`src/rtl/wrp_pkg.sv`:
```
package wrp_pkg;
  localparam int NUM_KIND  = 3;
  localparam int NUM_WIN   = 2;
  localparam int NUM_TEST  = NUM_KIND * NUM_WIN;
  localparam int IDX_W     = $clog2(NUM_TEST);
  localparam int HDR_FIXED = 16;

  typedef enum logic [1:0] {K_QUIET = 2'd0, K_ANY = 2'd1, K_MATCH = 2'd2} kind_e;

  typedef struct packed {
    logic             active;
    logic [IDX_W-1:0] idx;
  } sel_t;

  function automatic kind_e kind_of(input logic [IDX_W-1:0] idx);
    int k;
    k = int'(idx) % NUM_KIND;
    return kind_e'(k[1:0]);
  endfunction

  function automatic logic win_of(input logic [IDX_W-1:0] idx);
    return int'(idx) >= NUM_KIND;
  endfunction

  function automatic int pre_len(input logic [IDX_W-1:0] idx);
    return win_of(idx) ? 3 : 4;
  endfunction

  function automatic int suf_len(input logic [IDX_W-1:0] idx);
    case (kind_of(idx))
      K_QUIET: return 4;
      K_ANY:   return 3;
      default: return 5;
    endcase
  endfunction

  function automatic int hdr_len(input logic [IDX_W-1:0] idx);
    return HDR_FIXED + pre_len(idx) + suf_len(idx) + 1;
  endfunction

  // Character at position pos of the test name; zero past its end.
  function automatic logic [7:0] name_byte(input logic [IDX_W-1:0] idx, input int pos);
    logic [31:0] pre;
    logic [39:0] suf;
    int          pl;
    int          sl;
    pre = win_of(idx) ? {8'h00, "io-"} : "mem-";
    pl  = pre_len(idx);
    sl  = suf_len(idx);
    case (kind_of(idx))
      K_QUIET: suf = {8'h00, "none"};
      K_ANY:   suf = {16'h0000, "any"};
      default: suf = "match";
    endcase
    if (pos < 0)          return 8'h00;
    else if (pos < pl)    return pre[8*(pl-1-pos) +: 8];
    else if (pos < pl+sl) return suf[8*(sl-1-(pos-pl)) +: 8];
    else                  return 8'h00;
  endfunction
endpackage

```
`src/rtl/wrp_decode.sv`:
```
module wrp_decode #(
  parameter int ADDR_W  = 12,
  parameter int MEM_WIN = 2048,
  parameter int IO_WIN  = 128
) (
  input  logic              bus_wr,
  input  logic              bus_rd,
  input  logic              bus_win,
  input  logic [ADDR_W-1:0] bus_addr,
  output logic              wr_ok,
  output logic              sel_hit,
  output logic              rd_req,
  output logic              rd_in
);
  localparam int MEM_SPAN = 2 * MEM_WIN;
  localparam int IO_SPAN  = 2 * IO_WIN;

  logic in_range;

  always_comb begin
    if (bus_win) in_range = 32'(bus_addr) < 32'(IO_SPAN);
    else         in_range = 32'(bus_addr) < 32'(MEM_SPAN);
    wr_ok   = bus_wr && in_range;
    sel_hit = wr_ok && (bus_addr == '0);
    rd_req  = bus_rd && !bus_wr;
    rd_in   = rd_req && in_range;
  end
endmodule

```
`src/rtl/wrp_select.sv`:
```
module wrp_select
  import wrp_pkg::*;
#(
  parameter int DATA_W = 32
) (
  input  logic              clk,
  input  logic              rst,
  input  logic              sel_hit,
  input  logic              bus_win,
  input  logic [DATA_W-1:0] bus_wdata,
  output sel_t              sel_o
);
  sel_t sel_q;
  logic valid_kind;

  assign valid_kind = bus_wdata < DATA_W'(NUM_KIND);

  always_ff @(posedge clk) begin
    if (rst) begin
      sel_q <= '0;
    end else if (sel_hit) begin
      if (valid_kind) begin
        sel_q.active <= 1'b1;
        sel_q.idx    <= bus_win ? IDX_W'(NUM_KIND) + IDX_W'(bus_wdata[1:0])
                                : IDX_W'(bus_wdata[1:0]);
      end else begin
        sel_q <= '0;
      end
    end
  end

  assign sel_o = sel_q;

  p_reset_idle_r1: assert property (@(posedge clk) rst |=> !sel_q.active);
  p_bad_stop_r2: assert property (@(posedge clk) disable iff (rst)
    (sel_hit && !valid_kind) |=> !sel_q.active);
  p_good_start_r2: assert property (@(posedge clk) disable iff (rst)
    (sel_hit && valid_kind) |=> (sel_q.active && win_of(sel_q.idx) == $past(bus_win)));
endmodule

```
`src/rtl/wrp_counter.sv`:
```
module wrp_counter
  import wrp_pkg::*;
#(
  parameter int          ADDR_W     = 12,
  parameter int          DATA_W     = 32,
  parameter int          CNT_W      = 32,
  parameter int          MEM_WIN    = 2048,
  parameter int          IO_WIN     = 128,
  parameter int          ACC_BYTES  = 1,
  parameter logic [7:0]  MATCH_BYTE = 8'hFA
) (
  input  logic              clk,
  input  logic              rst,
  input  sel_t              sel,
  input  logic              sel_hit,
  input  logic              wr_ok,
  input  logic [ADDR_W-1:0] bus_addr,
  input  logic [DATA_W-1:0] bus_wdata,
  input  logic [2:0]        bus_size,
  input  logic              rd_clear,
  output logic [31:0]       tgt_o,
  output logic [CNT_W-1:0]  cnt_o,
  output logic              notify_o,
  output logic              flag_o
);
  logic [CNT_W-1:0] cnt_q;
  logic             notify_q;
  logic             flag_q;
  kind_e            kind;
  logic             addr_hit;
  logic             data_ok;
  logic             counted;

  always_comb begin
    kind     = kind_of(sel.idx);
    tgt_o    = 32'(win_of(sel.idx) ? IO_WIN : MEM_WIN) + 32'(sel.idx);
    addr_hit = 32'(bus_addr) == tgt_o;
    data_ok  = (kind != K_MATCH) ||
               ((32'(bus_size) == 32'(ACC_BYTES)) && (bus_wdata == DATA_W'(MATCH_BYTE)));
    counted  = wr_ok && !sel_hit && sel.active && addr_hit && data_ok;
  end

  always_ff @(posedge clk) begin
    if (rst) begin
      cnt_q    <= '0;
      notify_q <= 1'b0;
      flag_q   <= 1'b0;
    end else begin
      notify_q <= counted && (kind != K_QUIET);
      if (sel_hit) begin
        cnt_q  <= '0;
        flag_q <= 1'b0;
      end else begin
        if (counted) cnt_q <= cnt_q + CNT_W'(1);
        if (counted && (kind != K_QUIET)) flag_q <= 1'b1;
        else if (rd_clear)                flag_q <= 1'b0;
      end
    end
  end

  assign cnt_o    = cnt_q;
  assign notify_o = notify_q;
  assign flag_o   = flag_q;

  p_reset_quiet_r1: assert property (@(posedge clk) rst |=> (!notify_q && !flag_q));
  p_sel_clear_r2: assert property (@(posedge clk) disable iff (rst)
    sel_hit |=> (cnt_q == '0 && !flag_q));
  p_idle_hold_r3: assert property (@(posedge clk) disable iff (rst)
    (!sel.active && !sel_hit) |=> $stable(cnt_q));
  p_cnt_step_r4: assert property (@(posedge clk) disable iff (rst)
    !sel_hit |=> (cnt_q == $past(cnt_q) || cnt_q == $past(cnt_q) + CNT_W'(1)));
  p_match_data_r5: assert property (@(posedge clk) disable iff (rst)
    (!sel_hit && kind == K_MATCH && bus_wdata != DATA_W'(MATCH_BYTE)) |=> $stable(cnt_q));
  p_quiet_silent_r8: assert property (@(posedge clk) disable iff (rst)
    (sel.active && kind == K_QUIET) |=> !notify_q);
  p_pulse_flag_r9: assert property (@(posedge clk) disable iff (rst)
    notify_q |-> flag_q);
endmodule

```
`src/rtl/wrp_reader.sv`:
```
module wrp_reader
  import wrp_pkg::*;
#(
  parameter int         ADDR_W     = 12,
  parameter int         CNT_W      = 32,
  parameter int         ACC_BYTES  = 1,
  parameter logic [7:0] MATCH_BYTE = 8'hFA,
  parameter logic [7:0] IDLE_BYTE  = 8'hCE
) (
  input  logic              clk,
  input  logic              rst,
  input  logic              rd_req,
  input  logic              rd_in,
  input  logic [ADDR_W-1:0] bus_addr,
  input  logic [2:0]        bus_size,
  input  sel_t              sel,
  input  logic [31:0]       tgt,
  input  logic [CNT_W-1:0]  cnt,
  output logic              hdr_hit,
  output logic [7:0]        rdata_o,
  output logic              rd_valid_o
);
  logic [31:0] a;
  logic [31:0] cnt32;
  logic [7:0]  hbyte;
  logic [7:0]  rdata_q;
  logic        rd_valid_q;

  always_comb begin
    a       = 32'(bus_addr);
    cnt32   = 32'(cnt);
    hdr_hit = rd_in && sel.active && ((a + 32'(bus_size)) < 32'(hdr_len(sel.idx)));
    case (a)
      32'd0:   hbyte = 8'(sel.idx);
      32'd1:   hbyte = 8'(ACC_BYTES);
      32'd4:   hbyte = tgt[7:0];
      32'd5:   hbyte = tgt[15:8];
      32'd6:   hbyte = tgt[23:16];
      32'd7:   hbyte = tgt[31:24];
      32'd8:   hbyte = (kind_of(sel.idx) == K_MATCH) ? MATCH_BYTE : IDLE_BYTE;
      32'd12:  hbyte = cnt32[7:0];
      32'd13:  hbyte = cnt32[15:8];
      32'd14:  hbyte = cnt32[23:16];
      32'd15:  hbyte = cnt32[31:24];
      32'd2, 32'd3, 32'd9, 32'd10, 32'd11: hbyte = 8'h00;
      default: hbyte = name_byte(sel.idx, int'(a) - HDR_FIXED);
    endcase
  end

  always_ff @(posedge clk) begin
    if (rst) begin
      rdata_q    <= 8'h00;
      rd_valid_q <= 1'b0;
    end else begin
      rd_valid_q <= rd_req;
      if (rd_req) rdata_q <= hdr_hit ? hbyte : 8'h00;
    end
  end

  assign rdata_o    = rdata_q;
  assign rd_valid_o = rd_valid_q;

  p_idle_zero_r3: assert property (@(posedge clk) disable iff (rst)
    (rd_req && !sel.active) |=> (rd_valid_q && rdata_q == 8'h00));
  p_past_end_r7: assert property (@(posedge clk) disable iff (rst)
    (rd_req && !hdr_hit) |=> (rdata_q == 8'h00));
  p_rsp_strobe_r11: assert property (@(posedge clk) disable iff (rst)
    rd_req |=> rd_valid_q);
endmodule

```
`src/rtl/wr_probe.sv`:
```
module wr_probe
  import wrp_pkg::*;
#(
  parameter int         ADDR_W     = 12,
  parameter int         DATA_W     = 32,
  parameter int         CNT_W      = 32,
  parameter int         MEM_WIN    = 2048,
  parameter int         IO_WIN     = 128,
  parameter int         ACC_BYTES  = 1,
  parameter logic [7:0] MATCH_BYTE = 8'hFA,
  parameter logic [7:0] IDLE_BYTE  = 8'hCE
) (
  input  logic              clk,
  input  logic              rst,
  input  logic              bus_wr,
  input  logic              bus_rd,
  input  logic              bus_win,
  input  logic [ADDR_W-1:0] bus_addr,
  input  logic [DATA_W-1:0] bus_wdata,
  input  logic [2:0]        bus_size,
  output logic [7:0]        rd_data,
  output logic              rd_valid,
  output logic              notify,
  output logic              notify_flag
);
  logic             wr_ok;
  logic             sel_hit;
  logic             rd_req;
  logic             rd_in;
  logic             hdr_hit;
  sel_t             sel;
  logic [31:0]      tgt;
  logic [CNT_W-1:0] cnt;

  wrp_decode #(.ADDR_W(ADDR_W), .MEM_WIN(MEM_WIN), .IO_WIN(IO_WIN)) u_decode (
    .bus_wr(bus_wr), .bus_rd(bus_rd), .bus_win(bus_win), .bus_addr(bus_addr),
    .wr_ok(wr_ok), .sel_hit(sel_hit), .rd_req(rd_req), .rd_in(rd_in));

  wrp_select #(.DATA_W(DATA_W)) u_select (
    .clk(clk), .rst(rst), .sel_hit(sel_hit), .bus_win(bus_win),
    .bus_wdata(bus_wdata), .sel_o(sel));

  wrp_counter #(.ADDR_W(ADDR_W), .DATA_W(DATA_W), .CNT_W(CNT_W), .MEM_WIN(MEM_WIN),
                .IO_WIN(IO_WIN), .ACC_BYTES(ACC_BYTES), .MATCH_BYTE(MATCH_BYTE)) u_counter (
    .clk(clk), .rst(rst), .sel(sel), .sel_hit(sel_hit), .wr_ok(wr_ok),
    .bus_addr(bus_addr), .bus_wdata(bus_wdata), .bus_size(bus_size),
    .rd_clear(hdr_hit), .tgt_o(tgt), .cnt_o(cnt), .notify_o(notify), .flag_o(notify_flag));

  wrp_reader #(.ADDR_W(ADDR_W), .CNT_W(CNT_W), .ACC_BYTES(ACC_BYTES),
               .MATCH_BYTE(MATCH_BYTE), .IDLE_BYTE(IDLE_BYTE)) u_reader (
    .clk(clk), .rst(rst), .rd_req(rd_req), .rd_in(rd_in), .bus_addr(bus_addr),
    .bus_size(bus_size), .sel(sel), .tgt(tgt), .cnt(cnt), .hdr_hit(hdr_hit),
    .rdata_o(rd_data), .rd_valid_o(rd_valid));
endmodule

```
`config.mk`:
```
export PLATFORM = sky130hd
export DESIGN_NAME = wr_probe
export DESIGN_NICKNAME = d
export VERILOG_FILES = /design/src/rtl/wrp_pkg.sv /design/src/rtl/wrp_decode.sv /design/src/rtl/wrp_select.sv /design/src/rtl/wrp_counter.sv /design/src/rtl/wrp_reader.sv /design/src/rtl/wr_probe.sv
export SDC_FILE = /design/constraint.sdc
export NUM_CORES = 1
export LEC_CHECK = 0
export BUFFER_PORTS_ARGS = -buffer_cell sky130_fd_sc_hd__buf_2
export CAP_MARGIN = 20
export CELL_PAD_IN_SITES_DETAIL_PLACEMENT = 0
export CELL_PAD_IN_SITES_GLOBAL_PLACEMENT = 1
export CORE_MARGIN = 2
export CORE_UTILIZATION = 48
export DETAILED_ROUTE_END_ITERATION = 10
export PLACE_DENSITY = 0.85
export SETUP_SLACK_MARGIN = 0.3
export SYNTH_ARGS = -nofsm -noshare
export SYNTH_HDL_FRONTEND = slang
export SYNTH_HIERARCHICAL = 1
export SYNTH_SLANG_ARGS = --single-unit
export TNS_END_PERCENT = 100
```
`constraint.sdc`:
```
create_clock -name clk -period 6.5 [get_ports clk]
set_input_delay 0.975 -clock clk [delete_from_list [all_inputs] [get_ports clk]]
set_output_delay 0.975 -clock clk [all_outputs]
set_load 0.005 [all_outputs]
```
==> results.txt, run 1 <==
----------------------------------------------------
[Power]
  Pwr/cell area ... 128 nW/µm²
  Seq pwr share ... 41.9%
  Switching Fraction ... 28.3%
  Highest ir drop seen on vdd ... 81.7 µV
  Switching power of the nets ... 0.000194 W
  Share of total power in combinational logic ... 17.9%
  Fraction of power consumed by the clock network ... 40.2%
  Internal power ... 0.000493 W
  Static Leak ... 1.98 nW

[Setup path]
  CP required ... 6.75 ns
  Register-to-Register Setup Slack ... 2.32 ns
  Startpoint-to-endpoint class of the critical path ... register to register
  Delay of the slowest cell on the worst path ... 0.73 ns
  Cell breakdown of the critical path ... nor2b_1 > ha_1 > inv_1 > a21oi_1 > mux2_2 > inv_1 > fa_1 > ha_1 > a21o_1 > a21oi_1 > xnor2_1 > o31ai_1 > nand3_1 > a21o_1 > a41oi_2
  Kind of end point of the critical path ... register
  Maximum fanout along the worst path ... 14
  Worst Path Arrival ... 4.43 ns
  Startpoint type of the worst setup path ... register
  Slowest stage cell, crit path ... dfxtp_1

[Clock tree]
  Clock latency of the later-clocked register in the worst-skew pair ... 0.32 ns
  Clock Tree Buf Depth ... 2
  CTS sink cnt ... 47
  CTS Buf Count ... 5
  Total of hold buffers inserted after clock tree synthesis ... 0
  Root Buffer ... clkbuf_8
  Clock tree from TritonCTS ... built
  Post-cts repair resize count ... 0
  Count of buffers added by post-CTS timing repair for setup ... 0
  Clock-pin transition on the worst setup and hold timing paths ... 0.11 ns
  Deepest level of the CTS H-tree ... 2

[Detailed routing]
  Routed wire length ... 14000 µm
  Remaining design rule violation count ... 0
  Wire length per cell after detailed routing ... 17.6 µm
  Detailed-route vias per instance ... 6.31
  Via Count ... 5020
  Antenna violation net count after detailed routing ... 0
  Initial detailed-routing violation count ... 409
  Detailed-routing iteration count for the pre-antenna-repair pass ... 5

[Finish]
  Multi-input combinational cell area ... 3700 µm²
  Layout fillers ... 991
  Number of nets in the layout ... 748
  Ratio of cells with drive above 1 in the final layout ... 15.8%
  Number of antenna cells inserted ... 0
  Register area ... 941 µm²
  Area added between synthesis and finish ... 6.94%
  Final core occ ... 52.6%

[Global routing]
  Pin count of the biggest net entering global routing ... 65
  Total global routing overflow ... 0
  Via count of the first global-routing pass ... 4604
  Number of antenna violations at the first check in global routing ... 0
  Global-route wire length before repair ... 22700 µm
  Total routing usage reported by global routing ... 24.3%

[Synth]
  Yosys warnings ... 6
  Number of synthesized flops with an enable pin ... 0
  Ranking of synthesized cells by instance count ... 50 x nand2_1, 47 x dfxtp_1, 36 x a21oi_1, 34 x nor2_1, 32 x ha_1
  Simple-gate portion of the synthesized area ... 28.3%
  Area share of the largest cell type after synthesis ... 18.7%
  Mean instance size in the synthesized netlist ... 8.03 µm²
  Largest family of logic cells by synthesized area ... simple AND/OR/NAND/NOR gates
  Number of different library cells in the post-synthesis netlist ... 81
  Most numerous cell in the Yosys netlist ... nand2_1
  Synth Area in Adders ... 10.4%
  Post-synthesis xor/xnor area fraction ... 2.79%
  Multiplexer area fraction after synthesis ... 5.70%
  Compound-cell area share of the yosys netlist ... 24.4%
  Post-synthesis cell area ... 5030 µm²
  Leading cell types by total area after synthesis ... dfxtp_1 19%, ha_1 8.0%, buf_4 4.6%
  Main synth FF type ... dfxtp_1
  Post-Syn Instances ... 626
  Cell type contributing the most total cell area after synthesis ... dfxtp_1
  Proportion of synthesized flip-flops having asynchronous set or reset ... 0%
  Number of synthesized register bits ... 47
  Sequential share of the synthesized area ... 18.7%

[Place]
  Number of buffers added on ports ... 62
  Routability congestion estimate from global placement ... 0.858
  Half-perimeter wire length after detailed placement ... 10300 µm

[Floorplanning]
  Total die area ... 11300 µm²
  Num rows ... 37
  Horizontal extent of the die ... 106 µm
  Number of top-level pins ... 63
  Initial cell density of the core ... 49.2%
  Core Footprint ... 10200 µm²
  Height of the chip ... 106 µm

[Timing]
  Count of final hold-check violations ... 0
  Final period demand of the worst path ... 4.18 ns
  Ratio of final minimum period to clock period ... 64.2%
  Worst Hold Margin ... 0.463 ns
  Summed negative setup slack over all endpoints ... 0 ns
  Top achievable clock speed ... 239 MHz
  Worst slew pin tran ... 1.07 ns
  Setup violations, final ... 0
  Total count of max-transition violations in the final report ... 0
  Final setup skew ... 0.00979 ns
  RSZ-0062 raised after global routing ... no
  Worst slew margin ... 27.9%

[Worst hold path]
  Path category of the worst min-delay check ... register to register

[Outcome]
  Outcome ... complete, no violations

[Job]
  Reported max-cap violation count ... 0

----------------------------------------------------
-- cells by family (layout without fill, tap and decap cells) --
family | after synthesis | after routing
xor gates and xnor gates | 16 | 16
other | 1 | 27
muxes | 21 | 21
adders and majority gates | 38 | 38
and+or+nand+nor | 249 | 249
buffers and inverters | 92 | 99
AOI/OAI and AO/OA | 162 | 162
DFF | 47 | 47
-- layer usage --
metal | vias to the layer above | global-route usage [%] | part of all wire (%)
met5 | - | 0 | 0
met4 | 0 | 3.48 | 0.95
met3 | 15 | 2.88 | 6.3
met2 | 181 | 40.4 | 48
met1 | 2390 | 34.4 | 45
li1 | 2434 | - | -
-- layout make-up --
type / instances / share of cell area [%]
Timing Repair Buffer: 64 / 6.05
Sequential cell: 47 / 17.5
Clock inverter: 3 / 1.33
Multi-Input combinational cell: 513 / 68.8
Tap cell: 136 / 3.16
Clock buffer: 5 / 1.28
Inverter: 27 / 1.88
-- flip-flops by register name (all words and copies together), names as in the netlist --
register	flops
u_reader/rdata_o	8
u_select/sel_o	4
u_counter/flag_o	1
u_counter/cnt_o	32
u_counter/notify_o	1
u_reader/rd_valid_o	1
-- stage by stage --
step                      total power, W  cells  cell area (µm²)  setup WS, ns
final                           0.000687    795             5380          2.32
after detailed placement        0.000415    787             5240          2.36
after global placement          0.000412    787             5240          2.50
after global routing            0.000717    795             5380          2.03
after CTS                       0.000689    795             5380          2.32
after floorplan                 0.000382    652             5130          2.93
-- power by group through the flow --
stage	Combinational, W	Clock (W)	Sequential [W]
final	0.000123	0.000276	0.000288
after global routing	0.000136	0.000293	0.000288
after CTS	0.000121	0.000280	0.000288
after detailed placement	0.000120	0	0.000295
after global placement	0.000117	0	0.000295
after floorplan	0.0000871	0	0.000295
-- final timing paths --
| check | start | endpoint | depth (start not counted) |
|---|---|---|---|
| worst min-delay path | u_reader/rdata_o[1] | u_reader/rdata_o[1] | 2 |
| worst min register to register | u_reader/rdata_o[1] | u_reader/rdata_o[1] | 2 |
| worst max register to register | u_select/sel_o[1] | u_reader/rdata_o[3] | 15 |
| worst max-delay path | u_select/sel_o[1] | u_reader/rdata_o[3] | 15 |
-- layout by cell type, fill, tap and decap left out, drive strengths merged, types with 5 or more instances in the layout --
| master | count |
|---|---|
| nand4 | 23 |
| clkbuf | 5 |
| xnor2 | 12 |
| nor4 | 21 |
| mux2i | 14 |
| or3 | 15 |
| nor2 | 34 |
| mux4 | 6 |
| buf | 64 |
| o31ai | 19 |
| a31oi | 6 |
| nor3 | 14 |
| inv | 28 |
| ha | 32 |
| conb | 27 |
| nor2b | 9 |
| fa | 6 |
| and3 | 5 |
| nand2 | 50 |
| and2 | 6 |
| nand3 | 25 |
| o21ai | 17 |
| or3b | 5 |
| nand2b | 7 |
| dfxtp | 47 |
| a21oi | 37 |
| o2111ai | 5 |
| o41ai | 14 |
| nor4b | 8 |
| o311ai | 14 |
| or4 | 17 |
-- critical path: cells and delay by family, from the launching register on --
kind / cells / cell delay (ns)
compound gates: 6 / 1.32
xor+xnor: 1 / 0.17
fa+ha+maj: 3 / 0.98
buf+inv: 2 / 0.16
flops: 1 / 0.73
mux: 1 / 0.28
simple gates: 2 / 0.44
Power figures use the tool's default switching activity.
==> run 2, diff against run 1 <==
--- a/config.mk
+++ b/config.mk
@@ -5,14 +5,15 @@
 export SDC_FILE = /design/constraint.sdc
 export NUM_CORES = 1
 export LEC_CHECK = 0
+export ABC_AREA = 1
 export BUFFER_PORTS_ARGS = -buffer_cell sky130_fd_sc_hd__buf_2
 export CAP_MARGIN = 20
 export CELL_PAD_IN_SITES_DETAIL_PLACEMENT = 0
 export CELL_PAD_IN_SITES_GLOBAL_PLACEMENT = 1
 export CORE_MARGIN = 2
-export CORE_UTILIZATION = 48
+export CORE_UTILIZATION = 42
 export DETAILED_ROUTE_END_ITERATION = 10
-export PLACE_DENSITY = 0.85
+export PLACE_DENSITY = 0.8
 export SETUP_SLACK_MARGIN = 0.3
 export SYNTH_ARGS = -nofsm -noshare
 export SYNTH_HDL_FRONTEND = slang
==> constraint.sdc (replaced) <==
create_clock -name clk -period 4.24 [get_ports clk]
set_input_delay 0.636 -clock clk [delete_from_list [all_inputs] [get_ports clk]]
set_output_delay 0.636 -clock clk [all_outputs]
set_load 0.005 [all_outputs]
==> results.txt, run 2 <==
----------------------------------------------------
[Timing]
  Top achievable clock speed ... 278 MHz (+16%)
  RSZ-0062 raised after global routing ... no
  Final period demand of the worst path ... 3.60 ns (-0.578 ns)
  Count of final hold-check violations ... 0 (unchanged)
  Summed negative setup slack over all endpoints ... 0 ns (unchanged)
  Worst slew margin ... 41.6% (+14 points)
  Total count of max-transition violations in the final report ... 0 (unchanged)
  Ratio of final minimum period to clock period ... 84.9% (+21 points)
  Final setup skew ... 0.00742 ns (-0.00237 ns)
  Worst slew pin tran ... 0.874 ns (-0.198 ns)
  Worst Hold Margin ... 0.462 ns (-0.00133 ns)
  Setup violations, final ... 0 (unchanged)

[Detailed routing]
  Routed wire length ... 17400 µm (+25%)
  Detailed-routing iteration count for the pre-antenna-repair pass ... 5 (unchanged)
  Antenna violation net count after detailed routing ... 0 (unchanged)
  Remaining design rule violation count ... 0 (unchanged)
  Via Count ... 6397 (+27%)
  Initial detailed-routing violation count ... 466 (+14%)
  Wire length per cell after detailed routing ... 13.4 µm (-24%)
  Detailed-route vias per instance ... 4.90 (-22%)

[Finish]
  Final core occ ... 46.5% (-6.0 points)
  Number of nets in the layout ... 1211 (+62%)
  Most frequent cells in the layout ... 285 x nand2_1, 158 x nor2_1, 150 x inv_1, 71 x nand3_1, 62 x buf_2
  Area added between synthesis and finish ... 9.27%
  Commonest non-fill, non-tap cell in the layout ... nand2_1
  Max FFs per register ... 32 (unchanged)
  Ratio of cells with drive above 1 in the final layout ... 15.4% (-0.36 points)
  Number of antenna cells inserted ... 0 (unchanged)
  Finished Cell Area ... 6710 µm² (+25%)

[Synth]
  Number of synthesized flops with an enable pin ... 0 (unchanged)
  Post-Syn Instances ... 1057 (+69%)
  Area share of the largest cell type after synthesis ... 17.5% (-1.2 points)
  Post-synthesis cell area ... 6140 µm² (+22%)
  Number of synthesized register bits ... 47 (unchanged)
  Mean instance size in the synthesized netlist ... 5.81 µm² (-28%)
  Main synth FF type ... dfxtp_1
  Most numerous cell in the Yosys netlist ... nand2_1
  Proportion of synthesized flip-flops having asynchronous set or reset ... 0% (unchanged)
  Yosys warnings ... 6 (unchanged)
  Sequential share of the synthesized area ... 15.3% (-3.4 points)
  Leading cell types by total area after synthesis ... nand2_1 17%, dfxtp_1 15%, nor2_1 9.7%
  Number of different library cells in the post-synthesis netlist ... 48 (-41%)
  Cell type contributing the most total cell area after synthesis ... nand2_1
  Ranking of synthesized cells by instance count ... 286 x nand2_1, 159 x nor2_1, 150 x inv_1, 71 x nand3_1, 47 x dfxtp_1

[Clock tree]
  Clock-pin transition on the worst setup and hold timing paths ... 0.07 ns (-0.04 ns)
  Clock Tree Buf Depth ... 2 (unchanged)
  Total of hold buffers inserted after clock tree synthesis ... 0 (unchanged)
  Root Buffer ... clkbuf_16
  Deepest level of the CTS H-tree ... 2 (unchanged)
  CTS Buf Count ... 5 (unchanged)
  Clock tree from TritonCTS ... built
  CTS sink cnt ... 47 (unchanged)
  Clock latency of the later-clocked register in the worst-skew pair ... 0.30 ns (-0.02 ns)

[Global routing]
  Via count of the first global-routing pass ... 5972 (+30%)
  Number of antenna violations at the first check in global routing ... 0 (unchanged)
  Total routing usage reported by global routing ... 22.6% (-1.7 points)
  Total global routing overflow ... 0 (unchanged)
  Pin count of the biggest net entering global routing ... 29 (-55%)
  Global-route wire length before repair ... 29300 µm (+29%)

[Setup path]
  Worst Path Arrival ... 3.83 ns (-0.60 ns)
  Delay of the slowest cell on the worst path ... 0.51 ns (-0.22 ns)
  Startpoint-to-endpoint class of the critical path ... register to register
  Kind of end point of the critical path ... register
  Slowest stage cell, crit path ... fa_1
  CP required ... 4.47 ns (-2.28 ns)
  Startpoint type of the worst setup path ... register
  Most prevalent standard cell on the critical path ... nand2_1
  Maximum fanout along the worst path ... 5 (-9)
  Cell breakdown of the critical path ... inv_2 > nand2_1 > inv_1 > ha_1 > o21bai_4 > xor2_4 > nor2_4 > inv_1 > fa_1 > inv_1 > fa_1 > xnor2_1 > or2_2 > o21ai_2 > nand3_1 > nand2_1 > nand2_1 > nand2_1 > nand2_1 > a21oi_1
  CP bufs+invs ... 4 (+2)
  Top cell family by delay on the critical path ... adder cells

[Power]
  Switching Fraction ... 31.4% (+3.1 points)
  Fraction of power consumed by the clock network ... 39.1% (-1.1 points)
  Pwr/cell area ... 159 nW/µm² (+24%)
  Static Leak ... 3.07 nW (+55%)
  Internal power ... 0.000732 W (+48%)
  Share of total power in combinational logic ... 19.5% (+1.6 points)
  Switching power of the nets ... 0.000335 W (+72%)
  Seq pwr share ... 41.4% (-0.5 points)
  Highest ir drop seen on vdd ... 134 µV (+64%)

[Place]
  Half-perimeter wire length after detailed placement ... 14000 µm (+36%)
  Routability congestion estimate from global placement ... 0.924 (+7.7%)
  Number of buffers added on ports ... 62 (unchanged)
  Placement Cell Area ... 6530 µm² (+25%)

[Floorplanning]
  Total die area ... 15600 µm² (+38%)
  Num rows ... 44 (+19%)
  Horizontal extent of the die ... 125 µm (+17%)
  Initial cell density of the core ... 42.6% (-6.6 points)
  Number of top-level pins ... 63 (unchanged)
  Core Footprint ... 14400 µm² (+41%)
  Height of the chip ... 125 µm (+17%)

[Job]
  Reported max-cap violation count ... 0 (unchanged)

[Outcome]
  Outcome ... complete, no violations

[Worst hold path]
  Path category of the worst min-delay check ... register to register

----------------------------------------------------
run 2: cell types whose count changed in the layout (fill, tap and decap cells not counted), sizes merged, moves of 18 or more:
cell and delta:
nor2 +141, o31ai -19, nand3 +51, a21oi +18
nand2 +265, xor2 +22, inv +133, nor4 -18
run 2: final timing paths:
path | startpoint | slack, ns | to | depth (start not counted)
max | u_select/sel_o[2] | 0.64 | u_reader/rdata_o[5] | 20
min | u_reader/rdata_o[2] | 0.46 | u_reader/rdata_o[2] | 2
max reg2reg | u_select/sel_o[2] | 0.64 | u_reader/rdata_o[5] | 20
min reg2reg | u_reader/rdata_o[2] | 0.46 | u_reader/rdata_o[2] | 2
run 2: worst register-to-register path: stages, from the launching register on:
cell and delay (ns):
dfxtp_1 0.35, inv_2 0.07, nand2_1 0.11, inv_1 0.06
ha_1 0.21, o21bai_4 0.22, xor2_4 0.19, nor2_4 0.16
inv_1 0.06, fa_1 0.51, inv_1 0.07, fa_1 0.43
xnor2_1 0.15, or2_2 0.29, o21ai_2 0.19, nand3_1 0.10
nand2_1 0.10, nand2_1 0.06, nand2_1 0.05, nand2_1 0.05
a21oi_1 0.12
run 2: what timing repair did:
action | 4_1_cts | 5_1_grt
setup buffers | 0 | 1
gates resized for setup | 0 | 4
endpoints found under the setup margin | 0 | 7
run 2: cells by family (layout without fill, tap and decap cells):
kind of cell	after synthesis	count (layout)	synth area share, %
flops	47	47	15.3
compound gates	104	104	11.0
xor+xnor	34	34	4.97
fa+ha+maj	38	38	8.47
simple gates	629	629	45.1
buf+inv	204	243	15.1
other cells	1	27	0.0611
run 2: final cells by class:
| type | instances | area, µm² |
|---|---|---|
| sequential | 47 | 941 |
| multi-input combinational | 832 | 4400 |
| clock inverter | 3 | 23.8 |
| inverter | 164 | 618 |
| fill | 1680 | 7710 |
| tap | 184 | 230 |
| timing repair buffer | 71 | 378 |
| clock buffer | 5 | 125 |
run 2: metrics by stage:
stage | cells | power (W) | worst slack (ns)
floorplan | 1083 | 0.000596 | 0.521
global placement | 1297 | 0.000658 | 0.512
detailed placement | 1297 | 0.000658 | 0.413
CTS | 1305 | 0.00108 | 0.386
global route | 1306 | 0.00113 | 0.313
finish | 1306 | 0.00107 | 0.642
run 2: power groups by stage:
stage	logic (W)	clock network [W]	registers [W]
CTS	0.000207	0.000430	0.000441
finish	0.000208	0.000417	0.000441
global placement	0.000206	0	0.000452
detailed placement	0.000206	0	0.000452
floorplan	0.000144	0	0.000452
global route	0.000240	0.000444	0.000441
run 2: per-layer routing:
layer  track usage [%]  up-vias  routed length (µm)
met5                 0        -                   0
met3              2.70       20                 733
met2              36.7      139                7810
met1              32.4     2837                8680
li1                  -     3401                   -
met4              4.90        0                 224
